$ cat config.mk
export PLATFORM = sky130hd
export DESIGN_NAME = tmds_os_packer
export DESIGN_NICKNAME = d
export VERILOG_FILES = /design/src/rtl/tmds_os_packer.sv
export SDC_FILE = /design/constraint.sdc
export NUM_CORES = 1
export LEC_CHECK = 0
export CORE_ASPECT_RATIO = 0.9
export CORE_MARGIN = 2
export CORE_UTILIZATION = 55
export CTS_CLUSTER_SIZE = 20
export DETAILED_ROUTE_END_ITERATION = 10
export PLACE_DENSITY = 0.73
export SYNTH_ARGS = -nofsm -noshare
export SYNTH_HDL_FRONTEND = slang
export SYNTH_SLANG_ARGS = --single-unit
$ cat constraint.sdc
create_clock -name clk -period 5.65 [get_ports clk]
set_input_delay 1.13 -clock clk [delete_from_list [all_inputs] [get_ports clk]]
set_output_delay 1.13 -clock clk [all_outputs]
set_load 0.005 [all_outputs]
$ cat src/rtl/tmds_os_packer.sv
module tmds_os_packer #(
  parameter int SYM_W     = 10,
  parameter int BUF_WORDS = 6
) (
  input  logic                 clk,
  input  logic                 rst_n,
  input  logic [1:0]           os_sel,
  input  logic                 in_valid,
  input  logic [2*SYM_W-1:0]   in_pair,
  output logic                 in_ready,
  output logic [2*SYM_W-1:0]   out_word,
  output logic                 underflow
);
  localparam int WORD_W = 2 * SYM_W;
  localparam int MAX_K  = 5;
  localparam int EXP_W  = MAX_K * WORD_W;
  localparam int BUF_W  = BUF_WORDS * WORD_W;
  localparam int CW     = $clog2(BUF_WORDS + 1);

  logic [1:0]        os_q;
  logic [BUF_W-1:0]  bits_q;
  logic [CW-1:0]     cnt;
  logic              primed;
  logic [2:0]        k;
  logic [EXP_W-1:0]  exp_v [4];
  logic [CW-1:0]     cnt_d;
  logic [CW:0]       need;
  logic              swap, take;
  logic [BUF_W-1:0]  drained, bits_n;

  always_comb begin
    case (os_q)
      2'd0:    k = 3'd1;
      2'd1:    k = 3'd3;
      2'd2:    k = 3'd4;
      default: k = 3'd5;
    endcase
  end

  for (genvar g = 0; g < 4; g++) begin : g_mode
    localparam int KK = (g == 0) ? 1 : g + 2;
    for (genvar i = 0; i < EXP_W; i++) begin : g_bit
      if (i < WORD_W * KK) begin : g_on
        assign exp_v[g][i] = in_pair[i / KK];
      end else begin : g_off
        assign exp_v[g][i] = 1'b0;
      end
    end
  end

  assign swap     = (os_sel != os_q);
  assign cnt_d    = (cnt != '0) ? cnt - CW'(1) : cnt;
  assign need     = {1'b0, cnt_d} + (CW+1)'(k);
  assign in_ready = !swap && (need <= (CW+1)'(BUF_WORDS));
  assign take     = in_valid && in_ready;
  assign drained  = (cnt != '0) ? (bits_q >> WORD_W) : bits_q;
  assign bits_n   = take ? (drained | (BUF_W'(exp_v[os_q]) << (cnt_d * WORD_W))) : drained;

  always_ff @(posedge clk or negedge rst_n) begin
    if (!rst_n) begin
      os_q      <= 2'd0;
      bits_q    <= '0;
      cnt       <= '0;
      primed    <= 1'b0;
      out_word  <= '0;
      underflow <= 1'b0;
    end else if (swap) begin
      os_q     <= os_sel;
      bits_q   <= '0;
      cnt      <= '0;
      primed   <= 1'b0;
      out_word <= '0;
    end else begin
      bits_q   <= bits_n;
      cnt      <= take ? CW'(need) : cnt_d;
      out_word <= (cnt != '0) ? bits_q[WORD_W-1:0] : '0;
      if (cnt != '0) primed <= 1'b1;
      else if (primed) underflow <= 1'b1;
    end
  end

  assert_no_overflow_R4: assert property (@(posedge clk) disable iff (!rst_n)
    cnt <= CW'(BUF_WORDS));
  assert_ready_low_on_swap_R6: assert property (@(posedge clk) disable iff (!rst_n)
    swap |-> !in_ready);
  assert_flush_zero_R6: assert property (@(posedge clk) disable iff (!rst_n)
    swap |=> (out_word == '0 && cnt == '0));
  assert_zero_when_empty_R7: assert property (@(posedge clk) disable iff (!rst_n)
    (cnt == '0) |=> (out_word == '0));
  assert_sticky_flag_R7: assert property (@(posedge clk) disable iff (!rst_n)
    underflow |=> underflow);
  assert_bypass_ready_R5: assert property (@(posedge clk) disable iff (!rst_n)
    (os_sel == 2'd0 && os_q == 2'd0) |-> in_ready);
endmodule

### Word level (Yosys, flattened, before mapping)

Index checks and enable logic that the tools add are counted.

* register bits after elaboration: 147
* latch bits: 0
* RAM bits: 0
* bits in read-only memories: 0
* input bits: 25
* output and inout port bits: 22
* logic and storage cells: 40
* memories kept: 0

* add/sub/neg operators: 2
* multiply operators: 1
* div/mod/pow operators: 0
* order comparisons: 2
* eq/ne operators: 3
* shift operators: 1
* multiplexer cells: 14
* bitwise operators: 4
* reduce and logical (&&, ||, !) cells: 7

Operators by type and width (number)
* 2-to-1 mux 120 bit: 3
* binary-select mux 100 bit (select 2 bit): 1
* 2-to-1 mux 100 bit: 2
* bitwise OR 120 bit: 1
* left shift 100 x 8 -> 120 bit: 1
* 2-to-1 mux 20 bit: 2
* 2-to-1 mux 3 bit: 3
* case mux 3 bit (3 select lines): 1
* multiplier 3 x 3 -> 6 bit, second input constant: 1
* adder 3 x 3 -> 4 bit: 1
* less-or-equal comparator 4 x 3 -> 1 bit, second input constant: 1
* greater-or-equal comparator 3 bit, second input constant: 1
* inverter 2 -> 3 bit: 1
* AND reduction 3 bit: 1
* nonzero test 3 bit: 1
* subtractor 3 x 1 -> 3 bit, second input constant: 1
* equality test 2 x 1 -> 1 bit, second input constant: 1
* equality test 2 bit, second input constant: 1
* logical AND 1 bit: 2
* logical NOT 2 bit: 1
* 2-to-1 mux 1 bit: 2
* inequality test 2 bit: 1
* inverter 1 bit: 2
* nonzero test 2 bit: 1
* logical NOT 1 bit: 1

### Depth between registers and ports, before layout

* word-level depth: 8
* mapped depth: 21
* mapped depth without buffers: 15

### Least setup slack after synthesis

Ideal clock, no wire load.

* kind: register -> output
* start: register cnt[0]
* end: output port in_ready
* data arrival time: 3.293 ns
* data required time: 4.520 ns
* slack: 1.227 ns
* cell stages (with the launch flop): 16
* buffers on the path: 5
* cells stage by stage: dfrtp_1 > buf_2 > inv_1 > ha_1 > nand2b_1 > buf_2 > a21boi_1 > buf_2 > buf_2 > buf_2 > xnor2_1 > ha_1 > nand2_1 > nor2_1 > o221a_2 > nor4b_1

* cells in the longest elaborated chain, start to end: 5
* elaborated cells between the ends (all ways): 6
* those cells by class: add/sub: 2; order compare: 1; mux: 1; reduce/logical: 2

Ends and longest elaborated chain
* start: declaration: RTL line 22 `logic [CW-1:0] cnt;`
* start signal: assignment: RTL line 75 `cnt <= take ? CW'(need) : cnt_d;`
* subtractor 3 x 1 -> 3 bit or nonzero test 3 bit (tied branches): RTL line 52 `assign cnt_d = (cnt != '0) ? cnt - CW'(1) : cnt;`
* 2-to-1 mux 3 bit *: RTL line 52
* adder 3 x 3 -> 4 bit *: RTL line 53 `assign need = {1'b0, cnt_d} + (CW+1)'(k);`
* less-or-equal comparator 4 x 3 -> 1 bit *: RTL line 54 `assign in_ready = !swap && (need <= (CW+1)'(BUF_WORDS));`
* logical AND 1 bit *: RTL line 54
* end: declaration: RTL line 10 `output logic in_ready,`

Every way passes the cells marked *; elsewhere a longest branch is shown, timed or not.

### Worst setup path in the final report

Same ends and word-level chain as after synthesis.

==> parameters.txt <==
Parameter                              Value

Final layout
  Area Overhead vs Synth ... 9.31%
  Layout Nets ... 1475
  Fraction of final layout cells sized beyond drive strength 1 ... 10.4%
  Fillcell total ... 1920
  Antenna diode instance count ... 0
  Post-layout utilization of the core ... 61.4%
  Final non-filler cell total ... 1747

Yosys
  Async set-or-reset flop fraction in the synthesized netlist ... 100%
  Yosys synthesis warning count ... 0
  Synthesized instance count ... 1482
  Average footprint of a synthesized cell ... 8.20 µm²
  Cell area after technology mapping ... 12100 µm²
  Sequential fraction of the synthesis area ... 30.3%
  Register bit count reported by yosys ... 147
  EDFF count, synth ... 0
  Post-synthesis net count ... 1514
  Most instantiated flip-flop cell in the synthesis netlist ... sky130_fd_sc_hd__dfrtp_1
  Netlist cell types ... 77

Job
  Count of max-cap constraint violations ... 0

GRT
  Number of global-route vias before repair ... 11900
  Number of antenna violations at the first check in global routing ... 0
  Largest net degree at the start of global routing ... 100
  Global-route wire length before repair ... 75800 µm
  Residual overflow from global routing ... 0
  GRT Overall Usage ... 43.1%

STA
  Total Negative Setup Slacks ... 0 ns
  Final worst-path cycle share ... 89.3%
  Number of hold violations in the final report ... 0
  Relative max-transition margin ... 18.8%
  Final Setup Violations ... 0
  Unrepaired setup endpoints after global routing ... false
  Achievable clock frequency ... 198 MHz
  Final Max Tran Viols ... 0
  Crit path time final ... 5.05 ns
  Worst clock skew on the final layout ... 0.0159 ns
  Worst hold slack ... 0.473 ns
  Worst Max-Slew Pin Slew ... 1.21 ns

Drt
  Drt drc ... 0
  Length of routed met2 wiring ... 21700 µm
  DRT iter0 DRCs ... 2119
  Remaining antenna violation count ... 0
  Total routed wire length on the met1 layer ... 19700 µm
  Per-cell via count in the routed design ... 7.25
  Pre-antenna DRT Iters ... 6
  Highest metal used ... met4
  Drt total wl ... 50400 µm
  Via count ... 12700
  Routed met3 length ... 5810 µm
  Wire length per cell after detailed routing ... 28.9 µm

Die
  Starting Density ... 56.2%
  Area of the die ... 23300 µm²
  Area of the core region ... 21600 µm²
  Ports placed on the boundary ... 47
  Row cnt ... 51
  Vertical extent of the die ... 145 µm
  Die span in x ... 161 µm

Place
  DP HPWL ... 35300 µm
  Number of port buffers ... 46
  Placed cell count ... 1715
  GPL Wtd Cong ... 1.02

Clock tree
  Deepest clock path buffer count ... 2
  Hold bufs inserted after CTS ... 0
  Post-CTS Setup Inserts ... 0
  Level count of the clock H-tree ... 4
  Clock slew at reported path FFs ... 0.08 ns
  Post-CTS Resized ... 0
  CTS tree ... built
  Worst skew pair latency ... 0.43 ns
  CTS Root Buffer Type ... sky130_fd_sc_hd__clkbuf_16
  Total clock sinks ... 147
  CTS buffer count ... 17

Setup path
  Crit path kind ... flip-flop to output pin
  Arrival time of data at the critical path endpoint ... 3.92 ns
  Crit path max fanout ... 7
  Worst path required time ... 4.52 ns
  CP Launch Type ... flip-flop
  Sort of element at the end of the critical path ... output pin

Run status
  Run status ... finished clean

Hold path
  Path class of the lowest-slack min-delay path ... flip-flop to flip-flop
[worst max-delay path, cell delays in order, from the launching register on]
cell	delay (ns)
sky130_fd_sc_hd__dfrtp_1	0.51
sky130_fd_sc_hd__inv_1	0.20
sky130_fd_sc_hd__ha_1	0.32
sky130_fd_sc_hd__and2b_4	0.22
sky130_fd_sc_hd__xnor2_4	0.15
sky130_fd_sc_hd__inv_2	0.07
sky130_fd_sc_hd__ha_1	0.22
sky130_fd_sc_hd__and4b_1	0.20
sky130_fd_sc_hd__a311o_1	0.32
sky130_fd_sc_hd__o221a_2	0.32
sky130_fd_sc_hd__nor4b_1	0.38
sky130_fd_sc_hd__clkdlybuf4s50_1	0.57
[sequential cells by signal, summed over array words and instances (netlist names)]
signal     cells
underflow      1
cnt            3
os_q           2
out_word      20
primed         1
bits_q       120
[final timing paths]
check / startpoint / endpoint / slack [ns] / cells after the start
setup reg to reg: cnt[0] / bits_q[111] / 1.09 / 12
min in group asynchronous: rst_n / cnt[2] / 0.79 / 1
max in group asynchronous: rst_n / out_word[8] / 3.54 / 2
setup / recovery: cnt[0] / in_ready / 0.60 / 11
hold / removal: underflow / underflow / 0.47 / 1
hold reg to reg: underflow / underflow / 0.47 / 1
[layer usage]
layer / GRT usage, % / up-vias
met5: 0 / -
met4: 23.9 / 0
met3: 8.35 / 204
met2: 63.7 / 968
met1: 59.5 / 6058
li1: - / 5436
[layout by cell type (no fill, tap or decap), types with 9 or more instances in the layout]
cell type,count
sky130_fd_sc_hd__nand2_1,282
sky130_fd_sc_hd__mux2i_1,162
sky130_fd_sc_hd__dfrtp_1,145
sky130_fd_sc_hd__nor2_1,87
sky130_fd_sc_hd__o21ai_0,70
sky130_fd_sc_hd__a21oi_1,68
sky130_fd_sc_hd__a31oi_1,60
sky130_fd_sc_hd__mux2_2,46
sky130_fd_sc_hd__clkdlybuf4s50_1,45
sky130_fd_sc_hd__a22oi_1,39
sky130_fd_sc_hd__o22ai_1,38
sky130_fd_sc_hd__buf_4,36
sky130_fd_sc_hd__and3_1,28
sky130_fd_sc_hd__a211oi_1,23
sky130_fd_sc_hd__o211ai_1,21
sky130_fd_sc_hd__nand3_1,21
sky130_fd_sc_hd__nor3_1,19
sky130_fd_sc_hd__clkbuf_16,17
sky130_fd_sc_hd__a221oi_1,14
sky130_fd_sc_hd__and2_1,13
sky130_fd_sc_hd__o221ai_1,13
sky130_fd_sc_hd__a21o_1,12
sky130_fd_sc_hd__nor2b_1,11
sky130_fd_sc_hd__or3_1,11
sky130_fd_sc_hd__inv_1,10
sky130_fd_sc_hd__mux4_2,9
sky130_fd_sc_hd__inv_6,9
[cell families after synthesis]
kind of cell / after synthesis / synth area share [%]
xor gates and xnor gates: 5 / 0.515
buffers and inverters: 153 / 5.73
muxes: 223 / 19.8
adders and majority gates: 7 / 0.721
and+or+nand+nor: 498 / 17.8
DFF: 147 / 30.3
AOI/OAI and AO/OA: 449 / 25.1
[synthesized netlist by cell type (all sizes together) (11+ instances only)]
| cell | count | area, µm² |
|---|---|---|
| nor2 | 89 | 344 |
| nor2b | 11 | 68.8 |
| a211oi | 25 | 198 |
| o221ai | 13 | 114 |
| a31oi | 60 | 375 |
| dfrtp | 147 | 3680 |
| nor3 | 20 | 100 |
| inv | 12 | 45.0 |
| o211ai | 21 | 158 |
| a21o | 12 | 90.1 |
| o22ai | 38 | 238 |
| o21ai | 78 | 390 |
| a21oi | 68 | 340 |
| a221oi | 14 | 123 |
| nand2 | 283 | 1060 |
| and3 | 28 | 175 |
| nand3 | 21 | 105 |
| and2 | 14 | 87.6 |
| or3 | 12 | 80.1 |
| clkbuf | 81 | 304 |
| a22oi | 44 | 355 |
| mux2 | 50 | 563 |
| buf | 60 | 347 |
| mux2i | 164 | 1650 |
[layout make-up]
class | instances | area [µm²] | area share [%]
clock inverters | 15 | 180 | 1.36
flip-flops and latches | 147 | 3680 | 27.7
repair buffers | 83 | 752 | 5.66
clock buffers | 17 | 425 | 3.20
well taps | 291 | 364 | 2.74
multi-input cells | 1182 | 7830 | 59.0
inverters | 12 | 45.0 | 0.339
[per-stage QoR]
step | setup WS, ns | area (µm²)
6_report | 0.603 | 13300
5_1_grt | 0.396 | 13300
4_1_cts | 0.622 | 13300
3_5_place_dp | 1.08 | 12700
3_3_place_gp | 1.18 | 12700
2_1_floorplan | 1.23 | 12100
Power is not shown: default switching activity piles up to over one toggle a cycle in this logic, so the estimate is an artifact.
